===== src/rtl/opseq_pkg.sv =====
package opseq_pkg;
  localparam int BUS_W = 16;
  localparam int OPD_W = 32;
  localparam int LANES = BUS_W / 8;

  typedef enum logic [1:0] {
    SZ_BYTE = 2'b00,
    SZ_WORD = 2'b01,
    SZ_LONG = 2'b10,
    SZ_RSVD = 2'b11
  } opsize_e;

  typedef enum logic [1:0] {
    ST_IDLE   = 2'b00,
    ST_FIRST  = 2'b01,
    ST_SECOND = 2'b10
  } seq_state_e;

  // refused: reserved size, or multi-byte operand on an odd address
  function automatic logic refuse_req(opsize_e sz, logic a0);
    return (sz == SZ_RSVD) || ((sz != SZ_BYTE) && a0);
  endfunction

  // lane strobes for one bus cycle; bit 1 = upper lane
  function automatic logic [LANES-1:0] beat_strobe(opsize_e sz, logic a0);
    if (sz == SZ_BYTE) return a0 ? 2'b01 : 2'b10;
    return 2'b11;
  endfunction

  // write data for one bus cycle
  function automatic logic [BUS_W-1:0] beat_wdata(opsize_e sz, logic second,
                                                  logic [OPD_W-1:0] wd);
    if (sz == SZ_BYTE) return {wd[7:0], wd[7:0]};
    if (sz == SZ_LONG && !second) return wd[OPD_W-1:BUS_W];
    return wd[BUS_W-1:0];
  endfunction

  // assemble load result from last bus data and captured high half
  function automatic logic [OPD_W-1:0] pack_read(opsize_e sz, logic a0,
                                                 logic [BUS_W-1:0] hi,
                                                 logic [BUS_W-1:0] d);
    case (sz)
      SZ_BYTE: return {24'h0, (a0 ? d[7:0] : d[15:8])};
      SZ_WORD: return {16'h0, d};
      default: return {hi, d};
    endcase
  endfunction
endpackage


===== src/rtl/opseq_align.sv =====
module opseq_align
  import opseq_pkg::*;
(
  input  logic [1:0] size,
  input  logic       addr_lsb,
  output logic       refuse
);
  always_comb refuse = refuse_req(opsize_e'(size), addr_lsb);
endmodule


===== src/rtl/opseq_steer.sv =====
module opseq_steer
  import opseq_pkg::*;
#(
  parameter int ADDR_W = 24
) (
  input  logic [ADDR_W-1:0] base_addr,
  input  logic [1:0]        size,
  input  logic              second,
  input  logic [OPD_W-1:0]  wdata,
  output logic [ADDR_W-1:0] bus_addr,
  output logic [LANES-1:0]  bus_be,
  output logic [BUS_W-1:0]  bus_wdata
);
  localparam logic [ADDR_W-1:0] WORD_STEP = ADDR_W'(LANES);

  always_comb begin
    bus_addr  = second ? (base_addr + WORD_STEP) : base_addr;
    bus_be    = beat_strobe(opsize_e'(size), base_addr[0]);
    bus_wdata = beat_wdata(opsize_e'(size), second, wdata);
  end
endmodule


===== src/rtl/opseq_ctrl.sv =====
module opseq_ctrl
  import opseq_pkg::*;
(
  input  logic clk,
  input  logic rst_n,
  input  logic start,
  input  logic is_long,
  input  logic ready,
  output logic active,
  output logic second,
  output logic first_hit,
  output logic last_hit
);
  seq_state_e state_q, state_d;

  always_comb begin
    active    = (state_q != ST_IDLE);
    second    = (state_q == ST_SECOND);
    first_hit = ready && (state_q == ST_FIRST);
    last_hit  = ready && ((state_q == ST_SECOND) ||
                          (state_q == ST_FIRST && !is_long));
    state_d = state_q;
    case (state_q)
      ST_IDLE:   if (start) state_d = ST_FIRST;
      ST_FIRST:  if (ready) state_d = is_long ? ST_SECOND : ST_IDLE;
      ST_SECOND: if (ready) state_d = ST_IDLE;
      default:   state_d = ST_IDLE;
    endcase
  end

  always_ff @(posedge clk or negedge rst_n) begin
    if (!rst_n) state_q <= ST_IDLE;
    else        state_q <= state_d;
  end
endmodule


===== src/rtl/be_operand_seq.sv =====
module be_operand_seq
  import opseq_pkg::*;
#(
  parameter int ADDR_W = 24
) (
  input  logic              clk,
  input  logic              rst_n,
  input  logic              req_valid,
  input  logic [ADDR_W-1:0] req_addr,
  input  logic [1:0]        req_size,
  input  logic              req_write,
  input  logic [31:0]       req_wdata,
  output logic [31:0]       rdata,
  output logic              done,
  output logic              addr_err,
  output logic              mem_req,
  output logic [ADDR_W-1:0] mem_addr,
  output logic              mem_we,
  output logic [1:0]        mem_be,
  output logic [15:0]       mem_wdata,
  input  logic [15:0]       mem_rdata,
  input  logic              mem_ready
);
  logic              busy, in_second, first_hit, last_hit;
  logic              refuse, accept, fault_hit, launch;
  logic [ADDR_W-1:0] addr_q;
  logic [1:0]        size_q;
  logic              we_q;
  logic [OPD_W-1:0]  wdata_q;
  logic [BUS_W-1:0]  hi_q;
  logic [OPD_W-1:0]  rdata_q;
  logic              done_q, err_q;

  // named events for the checker
  assign accept    = req_valid && !busy;
  assign fault_hit = accept && refuse;
  assign launch    = accept && !refuse;

  opseq_align u_align (
    .size     (req_size),
    .addr_lsb (req_addr[0]),
    .refuse   (refuse)
  );

  opseq_ctrl u_ctrl (
    .clk       (clk),
    .rst_n     (rst_n),
    .start     (launch),
    .is_long   (size_q == SZ_LONG),
    .ready     (mem_ready),
    .active    (busy),
    .second    (in_second),
    .first_hit (first_hit),
    .last_hit  (last_hit)
  );

  opseq_steer #(.ADDR_W(ADDR_W)) u_steer (
    .base_addr (addr_q),
    .size      (size_q),
    .second    (in_second),
    .wdata     (wdata_q),
    .bus_addr  (mem_addr),
    .bus_be    (mem_be),
    .bus_wdata (mem_wdata)
  );

  always_ff @(posedge clk or negedge rst_n) begin
    if (!rst_n) begin
      addr_q  <= '0;
      size_q  <= SZ_BYTE;
      we_q    <= 1'b0;
      wdata_q <= '0;
    end else if (launch) begin
      addr_q  <= req_addr;
      size_q  <= req_size;
      we_q    <= req_write;
      wdata_q <= req_wdata;
    end
  end

  always_ff @(posedge clk or negedge rst_n) begin
    if (!rst_n) hi_q <= '0;
    else if (first_hit && size_q == SZ_LONG) hi_q <= mem_rdata;
  end

  always_ff @(posedge clk or negedge rst_n) begin
    if (!rst_n) begin
      done_q  <= 1'b0;
      err_q   <= 1'b0;
      rdata_q <= '0;
    end else begin
      done_q <= fault_hit || last_hit;
      err_q  <= fault_hit;
      if (last_hit)
        rdata_q <= we_q ? '0 : pack_read(opsize_e'(size_q), addr_q[0], hi_q, mem_rdata);
    end
  end

  assign mem_req  = busy;
  assign mem_we   = we_q;
  assign rdata    = rdata_q;
  assign done     = done_q;
  assign addr_err = err_q;
endmodule


===== config.mk =====
export PLATFORM = sky130hd
export DESIGN_NAME = be_operand_seq
export DESIGN_NICKNAME = d
export VERILOG_FILES = /design/src/rtl/opseq_pkg.sv /design/src/rtl/opseq_align.sv /design/src/rtl/opseq_steer.sv /design/src/rtl/opseq_ctrl.sv /design/src/rtl/be_operand_seq.sv
export SDC_FILE = /design/constraint.sdc
export NUM_CORES = 1
export LEC_CHECK = 0
export BUFFER_PORTS_ARGS = -buffer_cell sky130_fd_sc_hd__buf_2
export CAP_MARGIN = 20
export CORE_MARGIN = 1
export CORE_UTILIZATION = 35
export DETAILED_ROUTE_END_ITERATION = 12
export MAX_ROUTING_LAYER = met4
export PLACE_DENSITY_LB_ADDON = 0.25
export SLEW_MARGIN = 30
export SYNTH_ARGS = -nofsm -noshare
export SYNTH_HDL_FRONTEND = slang
export SYNTH_SLANG_ARGS = --single-unit

===== constraint.sdc =====
create_clock -name clk -period 1.8 [get_ports clk]
set_input_delay 0.36 -clock clk [delete_from_list [all_inputs] [get_ports clk]]
set_output_delay 0.36 -clock clk [all_outputs]
set_load 0.02 [all_outputs]

Word-level counts from Yosys, hierarchy flattened --
Index checks and enable logic that the tools add are counted.
Storage, ports and cells: register bits 111, input bits 79, output and inout bits 78
Operators by class: $add $sub $neg 1, equality and inequality tests 8, muxes and demuxes 19, reductions and logical operators 21
Operators by type and width (number):
- $mux W16 | 4
- $pmux W32 S2 | 1
- $mux W32 | 1
- $add A24 B2 Y24 const B | 1
- $mux W24 | 1
- $mux W2 | 7
- $logic_and A1 B1 Y1 | 9
- $mux W8 | 1
- $eq A2 B2 Y1 const B | 3
- $ne A2 B2 Y1 const B | 3
- $pmux W2 S3 | 1
- $eq A2 B1 Y1 const B | 2
- $logic_not A1 Y1 | 4
- $logic_not A2 Y1 | 2
- $reduce_bool A2 Y1 | 2
- $logic_or A1 B1 Y1 | 3
- $mux W1 | 3
- $reduce_and A3 Y1 | 1

Logic depth before layout (Yosys ltp) --
Gate-level depths: netlist of run 1.
word-level depth 7, depth in mapped cells 6, mapped depth without buffers 5

Hierarchy --
From an unflattened synthesis of run 1, not the netlist that was laid out.
Unflattened totals: cell total of the unflattened synthesis 359, area total of the unflattened synthesis 5068.6 sq um
By module, submodules not included:
- be_operand_seq | instances 1, cells each 249, area each 4184.0 sq um, sequential area each 2727.6 sq um
- opseq_steer | instances 1, cells each 97, area each 754.5 sq um, sequential area each 0.0 sq um
- opseq_ctrl | instances 1, cells each 12, area each 118.9 sq um, sequential area each 50.0 sq um
- opseq_align | instances 1, cells each 1, area each 11.3 sq um, sequential area each 0.0 sq um

Least setup slack after synthesis of run 1 --
Ideal clock, no wire load.
path type register to output, start point register addr_q[1], end point output mem_addr[15], arrival 1614 ps, data required time 1440 ps, setup slack -174 ps, cell stages (with the launch flop) 6, buffers on the path 0, path through dfrtp_1 ha_1 and4b_1 nor4b_4 nand4_1 xnor2_1
Between the ends: word-level cells in the longest chain between the ends 2
Ends and longest elaborated chain:
- start: declaration | line be_operand_seq.sv:26 | logic [ADDR_W-1:0] addr_q;
- start signal: assignment | line be_operand_seq.sv:74 | addr_q <= req_addr;
- $add A24 B2 Y24 | line opseq_steer.sv:17 | bus_addr = second ? (base_addr + WORD_STEP) : base_addr;
- $mux W24 | line opseq_steer.sv:17
- end: declaration | line be_operand_seq.sv:17 | output logic [ADDR_W-1:0] mem_addr,
Every way passes these cells.

Worst setup path after layout of run 1 --
start point register addr_q[1], end point output mem_addr[17]
Same word-level chain as after synthesis.

==> results of run 1 <==
## sequential cells by signal (all words and copies together) (netlist names)
name	cells
u_ctrl.state_q	2
wdata_q	32
size_q	2
mem_we	1
addr_err	1
done	1
rdata	32
addr_q	24
hi_q	16
## repair_timing
item	in CTS	in global routing
pin swaps	23	19
buffers inserted	10	12
endpoints found under the setup margin	41	86
cloned	2	4
resized for setup	77	66
## where the power goes
part,internal (uW),switching (uW),leakage [uW]
registers,3400,585,0.00137
logic,2390,2380,0.00230
clock network,1160,924,0.000149
## cell usage after synthesis
library cell  number
o21ai_4            1
o21ai_1            1
nand4b_4           1
buf_4              4
and4_1             9
nor2b_1            2
nor3_2             1
mux2_2            70
and2b_4            1
buf_2              6
mux2_1            13
o22ai_1            1
nor3_1             2
and3_1             2
mux2i_1           32
o2bb2ai_1          9
nand2b_1           3
nor2_4             1
o21ai_0            8
o31ai_1            1
a21o_1             8
nor4b_4            1
nand4_2            1
nand2_1           33
nor2_1             7
buf_6              4
dfrtp_1          111
nand2_2            3
nand3b_1           1
nand4_1            7
nor2_2             1
xnor2_1           18
maj3_2             1
a21oi_1            1
inv_1             20
nand3_1            8
xor2_1             4
and4b_1            1
clkbuf_1           4
ha_1               1
## stage by stage
stage          hold WS, ns  cells  worst slack, ns  total power (uW)  area [um^2]
6_report            0.0805    802           -0.566             10800         7560
5_1_grt              0.134    802           -0.670             11500         7560
4_1_cts              0.123    790           -0.533             10600         7160
3_5_place_dp         0.462    763           -0.162              7980         6480
3_3_place_gp         0.457    763           -0.104              7880         6480
2_1_floorplan       0.0644    403          -0.0903              6450         5240
## logic make-up (layout without fill, tap and decap cells)
kind of cell,count (synthesis),in the layout,share of synthesized area
buffers and inverters,38,253,0.0378
adder cells (fa/ha/maj),2,2,0.00460
XOR/XNOR,22,22,0.0373
multiplexers,115,115,0.243
flip-flops,111,111,0.538
AO/OA/AOI/OAI,30,30,0.0424
AND/OR/NAND/NOR,85,85,0.0969
## critical path: stages (launching register included)
cell	delay, ns
dfrtp_1	0.36
ha_2	0.18
and4b_1	0.22
nor4b_4	0.23
buf_6	0.17
buf_4	0.12
nand3_4	0.07
xnor2_2	0.14
buf_4	0.16
## worst paths after layout
| check | endpoint | slack [ns] | depth (start not counted) |
|---|---|---|---|
| max | mem_addr[17] | -0.57 | 8 |
| min | rdata[17]$_DFFE_PN0P_ | 0.08 | 2 |
| max reg2reg | wdata_q[15]$_DFFE_PN0P_ | 0.03 | 8 |
| min reg2reg | rdata[13]$_DFFE_PN0P_ | 0.47 | 1 |
| max in group asynchronous | mem_we$_DFFE_PN0P_ | 1.25 | 2 |
| min in group clk | wdata_q[2]$_DFFE_PN0P_ | 0.21 | 2 |
## area by class of cell
type | instances | area share
Sequential cell | 111 | 0.367
Multi-Input combinational cell | 254 | 0.342
Timing Repair Buffer | 217 | 0.210
Clock buffer | 12 | 0.0339
Tap cell | 184 | 0.0304
Inverter | 20 | 0.00993
Clock inverter | 4 | 0.00678
## per-layer routing
layer	global-route usage	vias up
met1	0.237	1939
li1	-	1846
met2	0.294	92
met5	-	-
met4	0.0806	0
met3	0.0291	16
==> impl_metrics.py, run 1 <==
metrics = {
    "detailed_routing": {
        "wl_met1_um": 6390,
        "drtPass1Iterations": 4,
        "routed_via_density": 4.85,
        "wl_met3_um": 482,
        "top_layer_used": "met4",
        "routedWlPerCell_um": 17.3,
        "ant_nets": 0,
        "via_count": 3893,
        "postRouteWirelength_um": 13900,
        "drc": 0,
        "drt_iter0_drc": 130,
        "met2WireLength_um": 6760,
    },
    "worst_setup_path": {
        "worstPathMaxFanout": 6,
        "crit_required_ns": 1.44,
        "critical_path_class": "reg -> out",
        "cp-end-kind": "output pin",
        "cp-start-kind": "flop",
        "crit_start": "addr_q[1]$_DFFE_PN0P_",
        "critPathArrivalTime_ns": 2.01,
        "r2r_start": "u_ctrl.state_q[0]$_DFFE_PN0P_",
    },
    "clock_tree": {
        "cts_buffers": 9,
        "cts-root-buf": "clkbuf_16",
        "cts_tree": "yes",
        "hold_buffers": 0,
        "clock-sinks": 111,
        "h-tree-depth": 3,
        "path_clk_slew_ns": 0.07,
        "cts_buffer_depth": 2,
        "clk_latency_ns": 0.35,
    },
    "placement": {
        "hpwl_um": 8770,
        "portBuffers": 156,
        "gp_congestion": 0.826,
    },
    "synthesis": {
        "ys_ff_latch": 111,
        "synth_area_um2": 5160,
        "ys_types": 40,
        "syn_avg_cell_area_um2": 12.8,
        "ys_seq_area_frac": 0.538,
        "ys_top_cells_by_area": "dfrtp_1 54%, mux2_2 15%, mux2i_1 6.2%",
        "synth_cells": 403,
        "ys_warn_count": 0,
        "synth_top_area_cell": "dfrtp_1",
        "syn_nets": 483,
        "netlist.area_leader.share": 0.538,
    },
    "power_and_ir_drop": {
        "ir_worst_vdd_v": 0.000576,
        "p_per_area_nw_per_um2": 1430,
        "power_leakage_uw": 0.00383,
    },
    "floorplanning": {
        "coreArea_um2": 14500,
        "die_area_um2": 15200,
        "start_util": 0.357,
        "rows": 44,
        "die_y_um": 123,
        "die_w_um": 123,
        "io_pins": 157,
    },
    "timing": {
        "fin_skew_ns": 0.00873,
        "hold_viol_final": 0,
        "timing.slew.headroom": 0.586,
        "period_share": 1.31,
        "tightest_slew_ns": 0.622,
        "min_period_ns": 2.37,
        "clock.fmax_mhz": 423,
        "timing.final.max_slew_violations": 0,
        "fin_ws_ns": -0.566,
        "rsz0062_at_grt": "true",
        "setup_violations": 39,
        "fin_tns_setup_ns": -13.34,
    },
    "worst_hold_path": {
        "hold_class": "in -> async",
    },
    "cells_and_area": {
        "seqCellArea_um2": 2780,
        "drive_gt1_frac": 0.568,
        "final_cell_mix": "117 x buf_2, 111 x dfrtp_1, 61 x buf_4",
        "multiInputGateArea_um2": 2580,
        "final_common_cell": "buf_2",
        "area_growth_pct": 46.5,
        "nNetsFinal": 693,
        "final_util": 0.522,
        "fillCellCount": 1279,
        "antenna_cells": 0,
    },
    "global_route": {
        "grt-ovfl-total": 0,
        "antenna_found_initial": 0,
        "grt_pass1_wl_um": 20700,
        "grt_use_total": 0.186,
        "grt_max_degree": 112,
        "first_global_vias": 3924,
    },
    "flow_run": {
        "maxCapViolCount": 0,
    },
    "outcome": {
        "status": "complete, but fails checks",
        "failed_checks": "setup timing",
    },
}
Note: power is estimated with default switching activity, not from simulation.
==> run 2, diff against run 1 <==
Settings changed: PLACE_DENSITY set to 0.68, PLACE_DENSITY_LB_ADDON 0.25 to unset.
==> run 2 against run 1 <==
Compared with the run above: the run ends with DRC, setup timing left; utilization down 1.1 points; register-to-register slack better by 0.06 ns; combinational power down 3%; clock power about the same; non-clock buffer count unchanged; final cell count unchanged; total power down 1.4%; via count down 0.69%; sequential power about the same.
==> impl_metrics.py, run 2 (synthesis results as in run 1) <==
metrics = {
    "clock_tree": {
        "hold_buffers": 0,
        "cts_buffers": 9,
        "cts_tree": "yes",
        "clk_latency_ns": 0.36,
        "h-tree-depth": 3,
        "clock-sinks": 111,
        "cts-root-buf": "clkbuf_16",
        "cts_buffer_depth": 2,
        "path_clk_slew_ns": 0.07,
    },
    "detailed_routing": {
        "drtPass1Iterations": 8,
        "routedWlPerCell_um": 16.4,
        "drc": 1,
        "drt_iter0_drc": 108,
        "ant_nets": 0,
        "routed_via_density": 4.82,
        "postRouteWirelength_um": 13200,
        "via_count": 3866,
    },
    "cells_and_area": {
        "final_area_um2": 7400,
        "final_common_cell": "buf_2",
        "area_growth_pct": 43.3,
        "final_util": 0.511,
        "final_cell_mix": "114 x buf_2, 111 x dfrtp_1, 73 x buf_4",
        "drive_gt1_frac": 0.565,
        "nNetsFinal": 693,
        "antenna_cells": 0,
    },
    "power_and_ir_drop": {
        "ir_worst_vdd_v": 0.000722,
        "power_leakage_uw": 0.00372,
        "p_per_area_nw_per_um2": 1440,
    },
    "worst_setup_path": {
        "critical_path_class": "reg -> out",
        "r2r_start": "u_ctrl.state_q[1]$_DFFE_PN0P_",
        "cp-start-kind": "flop",
        "max_stage_delay_ns": 0.36,
        "cp-end-kind": "output pin",
        "r2r.worst_path.cells": 8,
        "slowest_stage": "dfrtp_1",
        "r2r_end": "wdata_q[26]$_DFFE_PN0P_",
        "critPathArrivalTime_ns": 1.95,
        "worstPathMaxFanout": 6,
        "crit_required_ns": 1.44,
        "crit_start": "addr_q[2]$_DFFE_PN0P_",
        "r2r_slack_ns": 0.09,
        "path_cells": "ha_2 -> and4b_1 -> nor4b_4 -> buf_6 -> nand4_1 -> xnor2_2 -> buf_4",
    },
    "timing": {
        "rsz0062_at_grt": "true",
        "fin_skew_ns": 0.0110,
        "fin_ws_ns": -0.509,
        "min_period_ns": 2.31,
        "tightest_slew_ns": 0.477,
        "hold_viol_final": 0,
        "clock.fmax_mhz": 433,
        "setup_violations": 39,
        "timing.slew.headroom": 0.681,
        "period_share": 1.28,
        "timing.final.max_slew_violations": 0,
    },
    "floorplanning": {
        "die_area_um2": 15200,
        "io_pins": 157,
        "start_util": 0.357,
        "die_w_um": 123,
        "rows": 44,
        "die_y_um": 123,
        "coreArea_um2": 14500,
    },
    "global_route": {
        "grt-ovfl-total": 0,
        "grt_use_total": 0.181,
        "antenna_found_initial": 0,
        "grt_max_degree": 58,
        "first_global_vias": 3915,
        "grt_pass1_wl_um": 20200,
    },
    "outcome": {
        "failed_checks": "DRC, setup timing",
        "status": "complete, but fails checks",
    },
    "placement": {
        "portBuffers": 156,
        "gp_congestion": 0.848,
        "placed_cell_area_um2": 6520,
        "hpwl_um": 9150,
    },
    "flow_run": {
        "maxCapViolCount": 0,
    },
    "worst_hold_path": {
        "hold_class": "in -> async",
    },
}
## run 2: cell types whose count changed in the layout (fill, tap and decap cells not counted), sizes merged
| cell | before | now |
|---|---|---|
| inv | 21 | 23 |
| clkbuf | 15 | 11 |
| buf | 214 | 216 |
## run 2: per-stage QoR
stage	instances	total power, uW	setup WS, ns	hold WS, ns	TNS (ns)
after global routing	802	11300	-0.632	0.0190	-13.61
after detailed placement	765	8010	-0.161	0.402	-0.842
after floorplan	403	6450	-0.0903	0.0644	-0.461
after CTS	795	10700	-0.526	0.0182	-11.16
after global placement	765	7870	-0.0987	0.402	-0.462
final	802	10700	-0.509	0.00555	-10.52
## run 2: worst max-delay path by stage
stage / endpoint / depth (start not counted) / slack (ns)
global route: mem_addr[21] / 7 / -0.63
detailed placement: mem_addr[21] / 7 / -0.16
CTS: mem_addr[21] / 7 / -0.53
floorplan: mem_addr[15] / 5 / -0.09
finish: mem_addr[21] / 7 / -0.51
global placement: mem_addr[23] / 7 / -0.1
## run 2: cell type report
type / instances / area, um^2
clock buffers: 10 / 239
clock inverters: 6 / 75.1
fillers: 1288 / 7080
inverters: 20 / 75.1
multi-input cells: 254 / 2450
flip-flops and latches: 111 / 2780
well taps: 184 / 230
repair buffers: 217 / 1550
## run 2: what timing repair did
item	4_1_cts	5_1_grt
endpoints found under the hold margin	0	0
cloned	1	1
setup buffers	14	9
setup endpoints to repair	41	61
pin swaps	22	8
resized for setup	87	19
## run 2: per-layer routing
metal,up-vias,global-route usage,share of wire
met5,-,-,0
met4,0,0.0602,0.016
met3,15,0.0360,0.040
met2,94,0.295,0.50
met1,1919,0.225,0.44
li1,1838,-,-
## run 2: where the power goes
| part | switching (uW) | internal (uW) |
|---|---|---|
| logic | 2330 | 2290 |
| registers | 585 | 3400 |
| clock network | 948 | 1140 |
## run 2: worst max-delay path: cells and delay by family, from the launching register on
family	cells	cell delay [ns]
and+or+nand+nor	3	0.59
DFF	1	0.36
buffers and inverters	2	0.32
adders and majority gates	1	0.18
xor gates and xnor gates	1	0.16
